File: config.mk
export PLATFORM = sky130hd
export DESIGN_NAME = dpot_regctl
export DESIGN_NICKNAME = d
export VERILOG_FILES = /design/src/rtl/dpot_pkg.sv /design/src/rtl/dpot_nv_timer.sv /design/src/rtl/dpot_fsm.sv /design/src/rtl/dpot_regs.sv /design/src/rtl/dpot_regctl.sv
export SDC_FILE = /design/constraint.sdc
export NUM_CORES = 1
export LEC_CHECK = 0
export BUFFER_PORTS_ARGS = -buffer_cell sky130_fd_sc_hd__clkbuf_2
export CORE_MARGIN = 2
export CORE_UTILIZATION = 34
export DETAILED_ROUTE_END_ITERATION = 8
export SLEW_MARGIN = 15
export SYNTH_ARGS = -nofsm -noshare
export SYNTH_HDL_FRONTEND = slang
export SYNTH_SLANG_ARGS = --single-unit
File: constraint.sdc
create_clock -name clk -period 3.3 [get_ports clk]
set_input_delay 0.66 -clock clk [delete_from_list [all_inputs] [get_ports clk]]
set_output_delay 0.66 -clock clk [all_outputs]
set_load 0.005 [all_outputs]
File: src/rtl/dpot_pkg.sv
package dpot_pkg;

    // Address decode: the selector register position matters to the serial front end.
    localparam int ADDR_WIPER = 0;
    localparam int ADDR_RSVD  = 1;
    localparam int ADDR_SEL   = 2;

    typedef enum logic [2:0] {
        ST_OFF,
        ST_LOAD,
        ST_READY,
        ST_ARMED,
        ST_COMMIT
    } dpot_state_e;

endpackage

File: src/rtl/dpot_nv_timer.sv
module dpot_nv_timer #(
    parameter int NV_CYCLES = 64
) (
    input  logic clk,
    input  logic rst_n,
    input  logic start,
    output logic done
);
    localparam int CNT_W = (NV_CYCLES < 2) ? 1 : $clog2(NV_CYCLES + 1);
    localparam logic [CNT_W-1:0] LOAD_VAL = CNT_W'(NV_CYCLES - 1);

    logic [CNT_W-1:0] cnt_q;

    always_ff @(posedge clk or negedge rst_n) begin
        if (!rst_n) begin
            cnt_q <= '0;
        end else if (start) begin
            cnt_q <= LOAD_VAL;
        end else if (cnt_q != '0) begin
            cnt_q <= cnt_q - 1'b1;
        end
    end

    assign done = (cnt_q == '0);

endmodule

File: src/rtl/dpot_fsm.sv
module dpot_fsm
    import dpot_pkg::*;
(
    input  logic clk,
    input  logic rst_n,
    input  logic supply_ok,
    input  logic reg_wr,
    input  logic addr_is_wiper,
    input  logic sel_wiper_only,
    input  logic txn_end,
    input  logic txn_stop,
    input  logic timer_done,
    output logic busy,
    output logic wr_accept,
    output logic load_wiper,
    output logic timer_start,
    output logic commit_ivr
);
    dpot_state_e state_q, state_d;
    logic        nv_write;
    logic        stop_end;

    assign stop_end = txn_end && txn_stop;
    assign nv_write = wr_accept && addr_is_wiper && !sel_wiper_only;

    // Next-state logic
    always_comb begin
        state_d = state_q;
        if (!supply_ok) begin
            state_d = ST_OFF;
        end else begin
            unique case (state_q)
                ST_OFF:    state_d = ST_LOAD;
                ST_LOAD:   state_d = ST_READY;
                ST_READY: begin
                    if (nv_write) begin
                        if (stop_end)     state_d = ST_COMMIT;
                        else if (txn_end) state_d = ST_READY;
                        else              state_d = ST_ARMED;
                    end
                end
                ST_ARMED: begin
                    if (stop_end)     state_d = ST_COMMIT;
                    else if (txn_end) state_d = ST_READY;
                end
                ST_COMMIT: begin
                    if (timer_done) state_d = ST_READY;
                end
                default:   state_d = ST_OFF;
            endcase
        end
    end

    // State register
    always_ff @(posedge clk or negedge rst_n) begin
        if (!rst_n) state_q <= ST_OFF;
        else        state_q <= state_d;
    end

    // Outputs
    always_comb begin
        busy        = 1'b0;
        wr_accept   = 1'b0;
        load_wiper  = 1'b0;
        commit_ivr  = 1'b0;
        timer_start = (state_d == ST_COMMIT) && (state_q != ST_COMMIT);
        unique case (state_q)
            ST_OFF:    busy = 1'b1;
            ST_LOAD: begin
                busy       = 1'b1;
                load_wiper = supply_ok;
            end
            ST_READY:  wr_accept = reg_wr;
            ST_ARMED:  wr_accept = reg_wr;
            ST_COMMIT: begin
                busy       = 1'b1;
                commit_ivr = timer_done && supply_ok;
            end
            default:   busy = 1'b1;
        endcase
    end

endmodule

File: src/rtl/dpot_regs.sv
module dpot_regs
    import dpot_pkg::*;
#(
    parameter int          ADDR_W   = 8,
    parameter int          DATA_W   = 8,
    parameter int          POS_W    = 7,
    parameter logic [7:0]  IVR_INIT = 8'h40
) (
    input  logic              clk,
    input  logic              rst_n,
    input  logic [ADDR_W-1:0] reg_addr,
    input  logic [DATA_W-1:0] reg_wdata,
    input  logic              wr_accept,
    input  logic              load_wiper,
    input  logic              commit_ivr,
    output logic              addr_is_wiper,
    output logic              sel_wiper_only,
    output logic [POS_W-1:0]  wiper_q,
    output logic [POS_W-1:0]  ivr_q,
    output logic [DATA_W-1:0] rdata
);
    localparam logic [POS_W-1:0] IVR_RST = IVR_INIT[POS_W-1:0];
    localparam int               PAD_W   = DATA_W - POS_W;

    logic [POS_W-1:0] stage_q;
    logic             sel_q;
    logic             addr_is_sel;

    assign addr_is_wiper  = (reg_addr == ADDR_W'(ADDR_WIPER));
    assign addr_is_sel    = (reg_addr == ADDR_W'(ADDR_SEL));
    assign sel_wiper_only = sel_q;

    // Volatile wiper, staging byte and selector
    always_ff @(posedge clk or negedge rst_n) begin
        if (!rst_n) begin
            wiper_q <= '0;
            stage_q <= IVR_RST;
            sel_q   <= 1'b0;
        end else if (load_wiper) begin
            wiper_q <= ivr_q;
            stage_q <= ivr_q;
            sel_q   <= 1'b0;
        end else if (wr_accept) begin
            if (addr_is_wiper) begin
                wiper_q <= reg_wdata[POS_W-1:0];
                if (!sel_q) stage_q <= reg_wdata[POS_W-1:0];
            end else if (addr_is_sel) begin
                sel_q <= reg_wdata[DATA_W-1];
            end
        end
    end

    // Start-up value: only the timed commit may change it
    always_ff @(posedge clk or negedge rst_n) begin
        if (!rst_n)          ivr_q <= IVR_RST;
        else if (commit_ivr) ivr_q <= stage_q;
    end

    // Read mux
    always_comb begin
        rdata = '0;
        if (addr_is_wiper) begin
            rdata = {{PAD_W{1'b0}}, (sel_q ? wiper_q : ivr_q)};
        end else if (addr_is_sel) begin
            rdata = {sel_q, {(DATA_W-1){1'b0}}};
        end
    end

endmodule

File: src/rtl/dpot_regctl.sv
module dpot_regctl #(
    parameter int         ADDR_W    = 8,
    parameter int         DATA_W    = 8,
    parameter int         POS_W     = 7,
    parameter int         NV_CYCLES = 64,
    parameter logic [7:0] IVR_INIT  = 8'h40
) (
    input  logic              clk,
    input  logic              rst_n,
    input  logic              supply_ok,
    input  logic [ADDR_W-1:0] reg_addr,
    input  logic              reg_wr,
    input  logic [DATA_W-1:0] reg_wdata,
    output logic [DATA_W-1:0] reg_rdata,
    input  logic              txn_end,
    input  logic              txn_stop,
    output logic              busy,
    output logic [POS_W-1:0]  wiper_pos
);
    logic             wr_accept;
    logic             load_wiper;
    logic             commit_ivr;
    logic             timer_start;
    logic             timer_done;
    logic             addr_is_wiper;
    logic             sel_wiper_only;
    logic [POS_W-1:0] ivr_val;

    dpot_fsm u_fsm (
        .clk            (clk),
        .rst_n          (rst_n),
        .supply_ok      (supply_ok),
        .reg_wr         (reg_wr),
        .addr_is_wiper  (addr_is_wiper),
        .sel_wiper_only (sel_wiper_only),
        .txn_end        (txn_end),
        .txn_stop       (txn_stop),
        .timer_done     (timer_done),
        .busy           (busy),
        .wr_accept      (wr_accept),
        .load_wiper     (load_wiper),
        .timer_start    (timer_start),
        .commit_ivr     (commit_ivr)
    );

    dpot_nv_timer #(.NV_CYCLES(NV_CYCLES)) u_timer (
        .clk   (clk),
        .rst_n (rst_n),
        .start (timer_start),
        .done  (timer_done)
    );

    dpot_regs #(
        .ADDR_W   (ADDR_W),
        .DATA_W   (DATA_W),
        .POS_W    (POS_W),
        .IVR_INIT (IVR_INIT)
    ) u_regs (
        .clk            (clk),
        .rst_n          (rst_n),
        .reg_addr       (reg_addr),
        .reg_wdata      (reg_wdata),
        .wr_accept      (wr_accept),
        .load_wiper     (load_wiper),
        .commit_ivr     (commit_ivr),
        .addr_is_wiper  (addr_is_wiper),
        .sel_wiper_only (sel_wiper_only),
        .wiper_q        (wiper_pos),
        .ivr_q          (ivr_val),
        .rdata          (reg_rdata)
    );

endmodule

; Word level (Yosys, flattened, before mapping)
; Cells that the tools add are included.
[op_classes]
n_addsub = 1
eq_ne = 9
mux = 28
n_reduce_logical = 18
[op_table]
columns = cell, count
row1 = 7-bit two-way mux, 10
row2 = 3-bit two-way mux, 6
row3 = 8-bit two-way mux, 2
row4 = 3-bit one-hot mux with 5 select lines, 1
row5 = 1-bit two-way mux, 9
row6 = "8-bit by 2-bit equality test with 1-bit output, second input constant", 1
row7 = 8-bit zero test, 1
row8 = 2-bit nonzero test, 4
row9 = 7-bit zero test, 1
row10 = 7-bit nonzero test, 1
row11 = "7-bit by 1-bit subtractor with 7-bit output, second input constant", 1
row12 = "3-bit by 2-bit equality test with 1-bit output, second input constant", 2
row13 = "3-bit equality test, second input constant", 2
row14 = 3-bit AND reduction, 2
row15 = 1-bit logical AND, 5
row16 = "2-bit inequality test, second input constant", 2
row17 = "3-bit by 1-bit equality test with 1-bit output, second input constant", 1
row18 = 3-bit zero test, 1
row19 = "3-bit inequality test, second input constant", 1
row20 = 2-bit AND reduction, 1
row21 = 2-bit OR reduction, 1
row22 = 1-bit zero test, 1
[totals]
ff_bits = 32
in_bits = 22
output_inout_bits = 16

; Longest topological paths before layout
[logic_depth]
ltp_word = 11
depth_mapped = 8
ltp_nobuf = 7

; Hierarchy
; From an unflattened synthesis, not the netlist that was laid out.
[unflattened]
cells_unflattened = 186
hier_area_um2 = 1876.8
[by_module_without_submodules]
columns = module, n_inst, cells_each, area_per_inst_um2, seq_area_each_um2
row1 = dpot_regs, 1, 120, 1260.0, 553.0
row2 = dpot_nv_timer, 1, 43, 409.1, 175.2
row3 = dpot_fsm, 1, 23, 207.7, 75.1

; Worst setup path after synthesis
; OpenSTA, ideal clock, no wires.
[synth_path]
kind = input port to flip-flop
startpoint = input port reg_addr[5]
endpoint = register u_timer.cnt_q[6]
setup_time_ps = 126
arrival_ps = 2498
required_ps = 3174
path_slack_ps = 676
stages = 7
n_path_buf = 2
path_cell_list = or4_4 or3_1 buf_6 o311a_1 nand4bb_1 buf_6 o311a_1
[synth_between]
elab_chain_len = 9
elab_cells_between_ends = 10
cone_classes = eq/ne (1) / mux (4) / reduce/logical (5)
[synth_rtl]
columns = element, line_no
row1 = from (decl), dpot_regctl.sv:11  ; input logic [ADDR_W-1:0] reg_addr,
row2 = 8-bit zero test (*), dpot_regs.sv:29  ; assign addr_is_wiper = (reg_addr == ADDR_W'(ADDR_WIPER));
row3 = 1-bit logical AND (*) (2 in a row), dpot_fsm.sv:24  ; assign nv_write = wr_accept && addr_is_wiper && !sel_wiper_only;
row4 = 3-bit two-way mux (*), dpot_fsm.sv:36  ; if (nv_write) begin
row5 = 3-bit one-hot mux with 5 select lines (*), dpot_fsm.sv:32  ; unique case (state_q)
row6 = 3-bit two-way mux (*), dpot_fsm.sv:29  ; if (!supply_ok) begin
row7 = 3-bit equality test (*), dpot_fsm.sv:66  ; timer_start = (state_d == ST_COMMIT) && (state_q != ST_COMMIT);
row8 = 1-bit logical AND (*), dpot_fsm.sv:66
row9 = 7-bit two-way mux / 2-bit nonzero test (equally long branches), n/a
row10 = to (signal assigned), dpot_nv_timer.sv:20  ; cnt_q <= cnt_q - 1'b1;
row11 = to (decl), dpot_nv_timer.sv:12  ; logic [CNT_W-1:0] cnt_q;
; Mark *: on every way between the ends. The rest lies on a longest branch, timed or not.
; A chain may end at the register's enable or synchronous reset.

; Final worst setup path
[layout_path]
startpoint = input port reg_addr[5]
endpoint = output port reg_rdata[6]
[layout_between]
elab_chain_len = 2
[layout_rtl]
columns = element, line_no
row1 = 8-bit zero test, dpot_regs.sv:29
row2 = 8-bit two-way mux, dpot_regs.sv:62  ; if (addr_is_wiper) begin
row3 = to (decl), dpot_regctl.sv:14  ; output logic [DATA_W-1:0] reg_rdata,
; Every way passes these cells.

==> flow_metrics.py <==
metrics = {
    "detailed_routing": {
        "antenna_left": 0,
        "drt_iter0_drc": 99,
        "viasPerCell": 4.83,
        "drc": 0,
        "route.vias.total": 1313,
        "dr.pass1.iters": 4,
        "routed_wl_um": 3530,
        "avgRoutedWirePerCell_um": 13.0,
    },
    "grt": {
        "grt.overflow.total": 0,
        "grt_pass1_wl_um": 5980,
        "grt_antenna_before_repair": 0,
        "grt_usage_pct": 14.7,
        "grt_pass1_vias": 1254,
        "grt_max_degree": 33,
    },
    "worst_setup_path": {
        "slowest_stage": "or4_4",
        "cp-start-kind": "primary input",
        "r2r_start": "u_timer.cnt_q[0]$_DFFE_PN0P_",
        "worstPathRequired_ns": 2.64,
        "crit_top_cell": "clkbuf_2",
        "crit_arrival_ns": 2.13,
        "reg2reg_depth": 7,
        "critPathMaxFanout": 8,
        "critPathKind": "primary input to output pin",
        "worstPathCellList": "clkbuf_2 -> or4_4 -> or3_1 -> nor2_1 -> clkbuf_2",
        "cpPeakStageDelay_ns": 0.56,
        "cp-startpoint": "reg_addr[5]",
        "worstSetupEndpointType": "output pin",
    },
    "timing": {
        "fin_worst_skew_ns": 0.00292,
        "slew_headroom_pct": 26.3,
        "period_needed_ns": 2.79,
        "fin_tns_setup_ns": 0,
        "fmax_mhz": 358,
        "post-route-period-util_pct": 84.5,
        "setup_ws_ns": 0.510,
        "rsz0062_at_grt": "false",
        "setup_viol": 0,
        "worstMarginPinSlew_ns": 1.10,
        "hold_viol": 0,
        "slew_violations": 0,
    },
    "clocking": {
        "cts_made_buffers": 5,
        "numClockSinks": 32,
        "clockBufferDepth": 2,
        "cts_hold_buf": 0,
        "post_cts_buffers": 0,
        "cts_root_buf": "clkbuf_8",
        "h-tree-depth": 2,
        "ctsResizeCount": 0,
        "clkTransAtPathRegs_ns": 0.06,
        "clk_latency_ns": 0.28,
        "cts_tree": "yes",
    },
    "logic_synthesis": {
        "synth_top_cell_by_area": "dfrtp_1",
        "yosysTopAreaCellShare_pct": 43.7,
        "syn_nets": 188,
        "netlist_instances": 165,
        "syn-cell-area_sq_um": 1720,
        "seq_area_frac_synth_pct": 46.8,
        "syn_avg_cell_area_sq_um": 10.4,
        "synthDistinctLibCells": 38,
        "synthTopCellsByArea": "dfrtp_1 (44%), mux2i_1 (13%), nand2_1 (4.8%), mux2_2 (4.6%), o21ai_0 (4.4%)",
        "yosys_warnings": 0,
        "synth_seq_cells": 32,
    },
    "finish": {
        "fin_area_sq_um": 2050,
        "drive_gt1_share_pct": 31.2,
        "diodes": 0,
        "mostFrequentLayoutCells": "clkbuf_2 (37), dfrtp_1 (30), mux2i_1 (23)",
        "mostFrequentLayoutCell": "clkbuf_2",
        "area_growth_pct": 19.4,
        "layout.nets": 228,
    },
    "placed_design": {
        "placed_area_sq_um": 1970,
        "io_buffer_count": 37,
        "pre_cts_slack_ns": 0.311,
        "routabilityCongestion": 0.787,
        "hpwl_um": 2550,
    },
    "floorplanning": {
        "die_h_um": 75.1,
        "std_cell_rows": 25,
        "core_sq_um": 4790,
        "die_x_um": 75.1,
        "initial_utilization_pct": 35.9,
        "ios": 38,
        "die_area_sq_um": 5640,
    },
    "min_path": {
        "hold_class": "primary input to async pin",
    },
    "pwr": {
        "p_leak_nw": 0.925,
        "irDropWorstVdd_mv": 0.262,
        "powerDensity_nw_per_um2": 511,
    },
    "status": {
        "status": "finished, final reports clean",
    },
    "run": {
        "maxCapViolCount": 0,
    },
}
-- cells in the mapped netlist (all sizes together) --
cell type,n
dfrtp,30
mux2i,23
nand2,22
o21ai,15
nor2,11
mux2,7
inv,6
clkbuf,5
a21oi,4
nor4,4
and2,3
nor3,3
or3,3
buf,2
dfstp,2
nand2b,2
nand3,2
nand4bb,2
nor2b,2
o211ai,2
o311a,2
xnor2,2
a211oi,1
a31oi,1
a41o,1
and2b,1
and3b,1
ha,1
nor3b,1
o211a,1
o21a,1
or3b,1
or4,1
-- critical path: cells and delay by family --
family | cells | cell delay [ns]
buffers and inverters | 2 | 0.21
AND/OR/NAND/NOR | 3 | 1.25
-- cells by family (layout without fill, tap and decap cells) --
| family | count (synthesis) | after routing | synth area share [%] |
|---|---|---|---|
| muxes | 30 | 30 | 18.0 |
| adders and majority gates | 1 | 1 | 0.728 |
| AOI/OAI and AO/OA | 28 | 28 | 10.3 |
| buffers and inverters | 13 | 53 | 3.71 |
| and+or+nand+nor | 59 | 59 | 19.5 |
| DFF | 32 | 32 | 46.8 |
| xor gates and xnor gates | 2 | 2 | 1.02 |
-- stage by stage --
stage	utilization (%)	cells	total power [mW]	hold WS [ns]
floorplan	-	165	0.688	0.364
global placement	41.2	265	0.780	0.491
detailed placement	41.2	265	0.786	0.496
CTS	42.8	272	1.07	0.478
global route	42.8	272	1.13	0.513
finish	42.8	272	1.05	0.446
-- power breakdown --
part	switching, mW	internal (mW)	leakage, nW	total (mW)
logic	0.124	0.123	0.471	0.247
clock network	0.133	0.143	0.0410	0.276
registers	0.0627	0.464	0.413	0.526
-- state kept, by name, indices dropped and copies added, names as in the netlist --
name and flops:
u_regs.ivr_q 7, u_regs.stage_q 7, u_regs.wiper_q 7, u_timer.cnt_q 7, u_fsm.state_q 3, u_regs.sel_wiper_only 1
-- cell type report --
type / count / area (sq um)
clock inverter: 1 / 5.00
sequential: 32 / 803
inverter: 6 / 22.5
tap: 67 / 83.8
fill: 458 / 2740
clock buffer: 6 / 72.6
timing repair buffer: 40 / 208
multi-input combinational: 120 / 856
-- path summary, 6_finish.rpt --
check | endpoint | slack (ns)
min reg2reg | u_regs.ivr_q[0]$_DFFE_PN0P_ | 0.51
max reg2reg | u_regs.ivr_q[3]$_DFFE_PN0P_ | 1.13
max | reg_rdata[6] | 0.51
min | u_fsm.state_q[2]$_DFF_PN0_ | 0.45
min in group clk | u_regs.ivr_q[0]$_DFFE_PN0P_ | 0.51
max in group asynchronous | u_fsm.state_q[1]$_DFF_PN0_ | 2.36
-- per-layer routing --
layer  up-vias  part of all wire [%]  GRT usage, %
met5         -                     0             0
met4         0                   1.5          5.36
met3         5                   4.5          5.35
met2        21                    48          23.2
met1       621                    46          18.5
li1        666                     -             -
Note: power is estimated with default switching activity, not from simulation.
